**src/rtl/pwacc_pkg.sv**
```systemverilog
package pwacc_pkg;
    localparam int INSN_W  = 32;
    localparam int IDX_W   = 5;
    localparam logic [INSN_W-1:0] FIX_MASK  = 32'hFFB3_0F10;
    localparam logic [INSN_W-1:0] FIX_VALUE = 32'hFFB0_0600;

    typedef enum logic [1:0] {
        ESZ_8   = 2'b00,
        ESZ_16  = 2'b01,
        ESZ_32  = 2'b10,
        ESZ_BAD = 2'b11
    } esz_e;

    typedef struct packed {
        logic [IDX_W-1:0] dst;
        logic [IDX_W-1:0] src;
        esz_e             esz;
        logic             sgn;
        logic             quad;
        logic             illegal;
    } dec_t;
endpackage

```
**src/rtl/pwacc_decode.sv**
```systemverilog
module pwacc_decode
    import pwacc_pkg::*;
(
    input  logic [INSN_W-1:0] insn,
    output dec_t              dec
);
    logic fixed_ok;
    logic odd_reg;

    always_comb begin
        fixed_ok     = ((insn & FIX_MASK) == FIX_VALUE);
        dec.dst      = {insn[22], insn[15:12]};
        dec.src      = {insn[5], insn[3:0]};
        dec.esz      = esz_e'(insn[19:18]);
        dec.sgn      = ~insn[7];
        dec.quad     = insn[6];
        odd_reg      = dec.dst[0] | dec.src[0];
        dec.illegal  = ~fixed_ok | (dec.esz == ESZ_BAD) | (dec.quad & odd_reg);
    end
endmodule

```
**src/rtl/pwacc_lanes.sv**
```systemverilog
module pwacc_lanes #(
    parameter int VEC_W  = 128,
    parameter int ELEM_W = 8
) (
    input  logic [VEC_W-1:0] src,
    input  logic [VEC_W-1:0] acc,
    input  logic             sgn,
    output logic [VEC_W-1:0] sum
);
    localparam int LANE_W = 2 * ELEM_W;
    localparam int N_LANE = VEC_W / LANE_W;

    for (genvar g = 0; g < N_LANE; g++) begin : g_lane
        logic [ELEM_W-1:0] lo_e, hi_e;
        logic [LANE_W-1:0] lo_x, hi_x;
        assign lo_e = src[g*LANE_W +: ELEM_W];
        assign hi_e = src[g*LANE_W+ELEM_W +: ELEM_W];
        assign lo_x = {{ELEM_W{sgn & lo_e[ELEM_W-1]}}, lo_e};
        assign hi_x = {{ELEM_W{sgn & hi_e[ELEM_W-1]}}, hi_e};
        assign sum[g*LANE_W +: LANE_W] = acc[g*LANE_W +: LANE_W] + lo_x + hi_x;
    end
endmodule

```
**src/rtl/pwacc_unit.sv**
```systemverilog
module pwacc_unit
    import pwacc_pkg::*;
#(
    parameter int VEC_W = 128
) (
    input  logic              clk,
    input  logic              rst_n,
    input  logic              in_vld,
    input  logic [INSN_W-1:0] in_insn,
    input  logic [VEC_W-1:0]  in_src,
    input  logic [VEC_W-1:0]  in_acc,
    output logic [VEC_W-1:0]  res_q,
    output logic [IDX_W-1:0]  dst_idx_q,
    output logic [IDX_W-1:0]  src_idx_q,
    output logic              vld_q,
    output logic              undef_q
);
    localparam int HALF_W = VEC_W / 2;
    localparam int N_ESZ  = 3;

    typedef struct packed {
        logic [VEC_W-1:0] res;
        logic [IDX_W-1:0] dst;
        logic [IDX_W-1:0] src;
        logic             vld;
        logic             undef;
    } state_t;

    state_t st_d, st_q;
    dec_t   dec;

    logic [VEC_W-1:0] src_m, acc_m;
    logic [VEC_W-1:0] sum_by_esz [N_ESZ];
    logic [VEC_W-1:0] sum_sel;

    pwacc_decode u_dec (
        .insn (in_insn),
        .dec  (dec)
    );

    assign src_m = dec.quad ? in_src : {{HALF_W{1'b0}}, in_src[HALF_W-1:0]};
    assign acc_m = dec.quad ? in_acc : {{HALF_W{1'b0}}, in_acc[HALF_W-1:0]};

    for (genvar gi = 0; gi < N_ESZ; gi++) begin : g_esz
        pwacc_lanes #(
            .VEC_W  (VEC_W),
            .ELEM_W (8 << gi)
        ) u_lanes (
            .src (src_m),
            .acc (acc_m),
            .sgn (dec.sgn),
            .sum (sum_by_esz[gi])
        );
    end

    always_comb begin
        unique case (dec.esz)
            ESZ_8:   sum_sel = sum_by_esz[0];
            ESZ_16:  sum_sel = sum_by_esz[1];
            ESZ_32:  sum_sel = sum_by_esz[2];
            default: sum_sel = '0;
        endcase
        if (!dec.quad) begin
            sum_sel[VEC_W-1:HALF_W] = '0;
        end
    end

    always_comb begin
        st_d       = st_q;
        st_d.vld   = 1'b0;
        st_d.undef = 1'b0;
        if (in_vld) begin
            st_d.dst   = dec.dst;
            st_d.src   = dec.src;
            st_d.vld   = ~dec.illegal;
            st_d.undef = dec.illegal;
            st_d.res   = dec.illegal ? '0 : sum_sel;
        end
    end

    always_ff @(posedge clk) begin
        if (!rst_n) begin
            st_q <= '0;
        end else begin
            st_q <= st_d;
        end
    end

    assign res_q     = st_q.res;
    assign dst_idx_q = st_q.dst;
    assign src_idx_q = st_q.src;
    assign vld_q     = st_q.vld;
    assign undef_q   = st_q.undef;

    AST_VLD_UNDEF_EXCL: assert property (@(posedge clk) disable iff (!rst_n)
        !(vld_q && undef_q));
    AST_BAD_SIZE: assert property (@(posedge clk) disable iff (!rst_n)
        (in_vld && in_insn[19:18] == 2'b11) |=> (undef_q && !vld_q));
    AST_QUAD_ODD: assert property (@(posedge clk) disable iff (!rst_n)
        (in_vld && in_insn[6] && (in_insn[12] || in_insn[0])) |=> undef_q);
    AST_DW_UPPER_ZERO: assert property (@(posedge clk) disable iff (!rst_n)
        (in_vld && !in_insn[6]) |=> (res_q[VEC_W-1:HALF_W] == '0));
    AST_IDLE_QUIET: assert property (@(posedge clk) disable iff (!rst_n)
        !in_vld |=> (!vld_q && !undef_q));
    AST_VLD_HAS_STROBE: assert property (@(posedge clk) disable iff (!rst_n)
        $rose(vld_q) |-> $past(in_vld));
endmodule

```
**config.mk**
```make
export PLATFORM = sky130hd
export DESIGN_NAME = pwacc_unit
export DESIGN_NICKNAME = d
export VERILOG_FILES = /design/src/rtl/pwacc_pkg.sv /design/src/rtl/pwacc_decode.sv /design/src/rtl/pwacc_lanes.sv /design/src/rtl/pwacc_unit.sv
export SDC_FILE = /design/constraint.sdc
export NUM_CORES = 2
export LEC_CHECK = 0
export ABC_AREA = 0
export ABC_CLOCK_PERIOD_IN_PS = 5100
export BUFFER_PORTS_ARGS = -buffer_cell sky130_fd_sc_hd__buf_2
export CAP_MARGIN = 5
export CORE_MARGIN = 2
export CORE_UTILIZATION = 45
export DETAILED_ROUTE_END_ITERATION = 12
export GPL_TIMING_DRIVEN = 0
export PLACE_DENSITY_LB_ADDON = 0.1
export SLEW_MARGIN = 25
export SYNTH_ARGS = -nofsm -noshare
export SYNTH_HDL_FRONTEND = slang
export SYNTH_HIERARCHICAL = 1
export SYNTH_SLANG_ARGS = --single-unit
export TNS_END_PERCENT = 100
```
**constraint.sdc**
```tcl
create_clock -name clk -period 5.1 [get_ports clk]
set_input_delay 1.02 -clock clk [delete_from_list [all_inputs] [get_ports clk]]
set_output_delay 1.02 -clock clk [all_outputs]
set_load 0.005 [all_outputs]
```
# Yosys cells after proc, flatten, opt, wreduce, memory -nomap -nowiden
# Index checks and enable logic that the tools add are counted.
op_classes:
  muxes: 5
  eq_ne: 4
  n_bitwise: 23
  reduce_logical: 2
  n_addsub: 28
ops:
  columns: ["op", "n"]
  rows:
  - ["$mux 128", 3]
  - ["$pmux 128 s3", 1]
  - ["$add 16x16->16", 16]
  - ["$add 32x32->32", 8]
  - ["$add 64x64->64", 4]
  - ["$mux 64", 1]
  - ["$eq 18x18->1 const B", 1]
  - ["$and 1x1->1", 17]
  - ["$eq 2x2->1 const B", 2]
  - ["$not 1->1", 3]
  - ["$or 1x1->1", 3]
  - ["$eq 2x1->1 const B", 1]
  - ["$logic_not 2->1", 1]
  - ["$reduce_and 2->1", 1]
word_totals:
  elab_cells: 67
  reg_bits: 140

# Logic depth before layout (Yosys ltp)
logic_depth:
  word_depth: 7
  mapped_depth: 24
  ltp_nobuf: 19

# Cells and area by module
# Netlist, hierarchy kept.
by_module_without_submodules:
  columns: ["mod", "cells_per_inst", "instances", "area_each_um2"]
  rows:
  - ["pwacc_lanes at g_esz[2].u_lanes", 1336, 1, 10406.2]
  - ["pwacc_lanes at g_esz[1].u_lanes", 1242, 1, 9779.4]
  - ["pwacc_lanes at g_esz[0].u_lanes", 1009, 1, 8343.0]
  - ["pwacc_unit", 766, 1, 7778.7]
  - ["pwacc_decode", 23, 1, 161.4]

# Least setup slack after synthesis
# Ideal clock, no wire load.
synth_timing:
  path_type: "input to register"
  start: "in in_insn[6]"
  end: "reg st_q, in the netlist res_q[125]"
  setup_ns: 0.117
  cell_stages: 20
  arrival_time_ns: 5.267
  path_slack_ns: -0.283
  path_cell_list: "buf_4 > clkbuf_1 > clkbuf_1 > and2_1 > fa_1 > ha_1 > fa_1 > a21o_1 > a221oi_2 > o21ai_4 > a31oi_2 > o31ai_4 > a21oi_2 > o41ai_4 > a211oi_1 > o41ai_2 > xor2_1 > mux2i_1 > o2bb2ai_1 > a22o_1"
synth_rtl:
  columns: ["element", "line_no", "text"]
  rows:
  - ["from (decl)", "pwacc_unit.sv:9", "input logic [INSN_W-1:0] in_insn,"]
  - ["to (signal assigned)", "pwacc_unit.sv:85", "st_q <= st_d;"]
  - ["to (decl)", "pwacc_unit.sv:29", "state_t st_d, st_q;"]

==> reports/qor.csv <==
metric,value,unit
outcome,"complete, no violations",
hold crit path type,reg2reg,
max incr delay on CP,0.43,ns
grt ovf,0,
hold-fix buffer count after cts,0,
routed vias/inst,6.01,
syn nets,5407,
"EDFF count, synth",0,
Period minus WS final,4.99,ns
ys flop type,dfxtp_1,
synthesized flop and latch total,140,
Total Wirelength,141,mm
CTS H-tree lvls,4,
Ports,431,
syn avg cell area,8.33,um2
Clock transition at path regs,0.07,ns
vias in the first global route,34012,
clk_lat worst skew,0.50,ns
fillcell total,7969,
Cell Pwr Density,219,nW/um2
clk root buf,clkbuf_16,
initial core utilization,45.3,%
Register-to-Register Path Depth,1,
family with the most delay on the worst path,compound AO/OA/AOI/OAI gates,
Fmax,0.201,GHz
DRT Pass-1 Iters,6,
Syn-to-layout area delta,14.0,%
register area share after synthesis,7.69,%
Sink Count,140,
Setup crit start,in_insn[6],
reg-to-reg critical path endpoint,res_q[6],
Global Route Usage Sum,33.1,%
largest cells by area after synthesis,"ha_1 18%, fa_1 11%, xnor2_1 9.7%, dfxtp_1 7.7%, a21o_1 5.8%",
largest area contributor in the netlist,ha_1,
Final Max Tran Viols,0,
Critical Path AT,5.38,ns
Final Net Count,5878,
worst setup path class,in2reg,
Syn Std Cell Area,36500,um2
CTS tree,yes,
drc violations,0,
Placer Congestion,0.971,
worst path cell trace,buf_6 -> buf_8 -> clkbuf_4 -> and2_4 -> fa_1 -> ha_2 -> fa_2 -> a21o_1 -> a221oi_4 -> o21ai_4 -> a31oi_4 -> o31ai_4 -> a21oi_4 -> o41ai_4 -> buf_4 -> nor2_2 -> o21ai_0 -> xor2_1 -> mux2i_1 -> o2bb2ai_2 -> a22o_1,
Avg WL per Cell,23.8,um
TritonCTS Buffers,17,
leak pwr,20.7,nW
Core Rows,104,
Max Cap Violations,0,
synth unique cells,103,
CP Max Fanout,10,
DIE HEIGHT,289,um
"commonest non-fill, non-tap cell in the layout",ha_1,
crit path capture,res_q[113],
Max-Slew Margin vs Limit,44.1,%
Final HPWL DP,118,mm
most frequent cells in the layout,"522 x ha_1, 452 x buf_2, 402 x xnor2_1, 378 x a21oi_1, 284 x a21o_1",
clk_skew,0,ns
CP max stage cell,fa_1,
Core ar.,80400,um2
final hold violations,0,
Setup crit start kind,input port,
worst path buffer plus inverter count,4,
post-synthesis cell count,4376,
largest net degree at the start of global routing,33,
post-route clock period utilization,97.8,%
"Async S/R FF share, synth",0,%
Worst Tran Pin Value,0.837,ns
IO Port Bufs,422,
remaining antenna violation count after routing,0,
DR iter-0 viols,2779,
final hold slack,0.474,ns
pre-CTS setup slack,-1.62,ns
setup ws final,0.113,ns
via count,35625,
VDD IR-drop max,0.279,mV
critical path depth,21,
CP Capture Type,flop,
Critical R2R Launch,res_q[6],
die area,83300,um2
synth warn,6,
"Req. time, crit path",5.50,ns
Yosys top cell area share,18.3,%
share of cells above drive strength 1,16.2,%
reg2reg setup slack,4.37,ns
setup violators final,0,
first-pass GRT wire length,209,mm
Clock Path Buffers,2,
die width,289,um
initial antenna violation count,7,
## registers in the layout, indices dropped and copies added (netlist names)
| register | flops |
|---|---|
| dst_idx_q | 5 |
| res_q | 128 |
| src_idx_q | 5 |
| undef_q | 1 |
| vld_q | 1 |
## repair_timing
action / 4_1_cts / 5_1_grt
resized for setup: 193 / 103
pin swaps: 21 / 27
hold endpoints to repair: 0 / 0
endpoints found under the setup margin: 85 / 44
cloned: 0 / 3
setup buffers: 16 / 16
## cell type report
| type | count | area (um2) | share of cell area (%) |
|---|---|---|---|
| inverters | 174 | 657 | 1.58 |
| flip-flops and latches | 140 | 2800 | 6.74 |
| plain buffers | 189 | 996 | 2.40 |
| multi-input cells | 3867 | 32700 | 78.8 |
| clock inverters | 14 | 159 | 0.382 |
| repair buffers | 458 | 2440 | 5.87 |
| well taps | 1060 | 1330 | 3.19 |
| diodes | 4 | 10.0 | 0.0241 |
| clock buffers | 18 | 429 | 1.03 |
## where the power goes
part | leakage (nW) | internal [mW] | switching, mW | total (mW)
clock | 0.276 | 0.729 | 0.654 | 1.38
sequential | 1.13 | 1.10 | 0.00228 | 1.10
combinational | 19.3 | 2.62 | 4.00 | 6.62
## synth_stat cells (all sizes together) (11+ instances only)
master     n
and3      26
or2       11
a211o     11
a22o     131
ha       533
buf       74
nand2b    21
xor2     113
nand4     63
fa       207
a21o     284
mux2i    143
nor3      68
nor2     178
and2     178
o21a      41
nand3     78
o31ai     22
clkbuf   122
dfxtp    140
o21ai    189
or3       15
nand2    246
o211ai    20
inv      174
xnor2    402
a21oi    387
a31oi     49
o2bb2ai  129
nor2b     61
a221oi    11
a21boi    14
a211oi    27
o21bai    64
## stage by stage
step | total power, mW | instances | TNS (ns) | cell area (um2) | utilization, %
after global routing | 9.80 | 5924 | -0.0106 | 41600 | 51.7
after global placement | 7.45 | 5858 | -129.08 | 39900 | 49.7
final | 9.10 | 5924 | 0 | 41600 | 51.7
after floorplan | 5.69 | 4376 | -0.0352 | 36500 | -
after CTS | 8.95 | 5903 | 0 | 41100 | 51.1
after detailed placement | 7.44 | 5860 | -100.97 | 40000 | 49.7
## per-layer routing
metal,global-route usage [%],vias to the layer above,share of wire (%)
met2,54.8,1230,46
li1,-,17012,-
met1,43.9,17183,44
met3,4.37,200,6.3
met5,0,-,0
met4,12.2,0,3.7
## how the worst min path moves through the flow
stage          startpoint          to  slack, ns  cells after the start
3_5_place_dp     res_q[0]    res_q[0]       0.46                      1
5_1_grt          res_q[9]    res_q[9]       0.48                      1
4_1_cts         res_q[65]   res_q[65]       0.48                      1
3_3_place_gp    res_q[75]   res_q[75]       0.46                      1
6_report        res_q[68]   res_q[68]       0.47                      1
2_1_floorplan  res_q[117]  res_q[117]       0.47                      1
## kinds of logic after synthesis
| family | after synthesis | synth area share, % |
|---|---|---|
| buffers and inverters | 370 | 4.28 |
| xor gates and xnor gates | 515 | 12.4 |
| DFF | 140 | 7.69 |
| AOI/OAI and AO/OA | 1472 | 28.1 |
| and+or+nand+nor | 996 | 14.0 |
| muxes | 143 | 3.92 |
| adders and majority gates | 740 | 29.6 |
(Power assumes the default switching activity.)
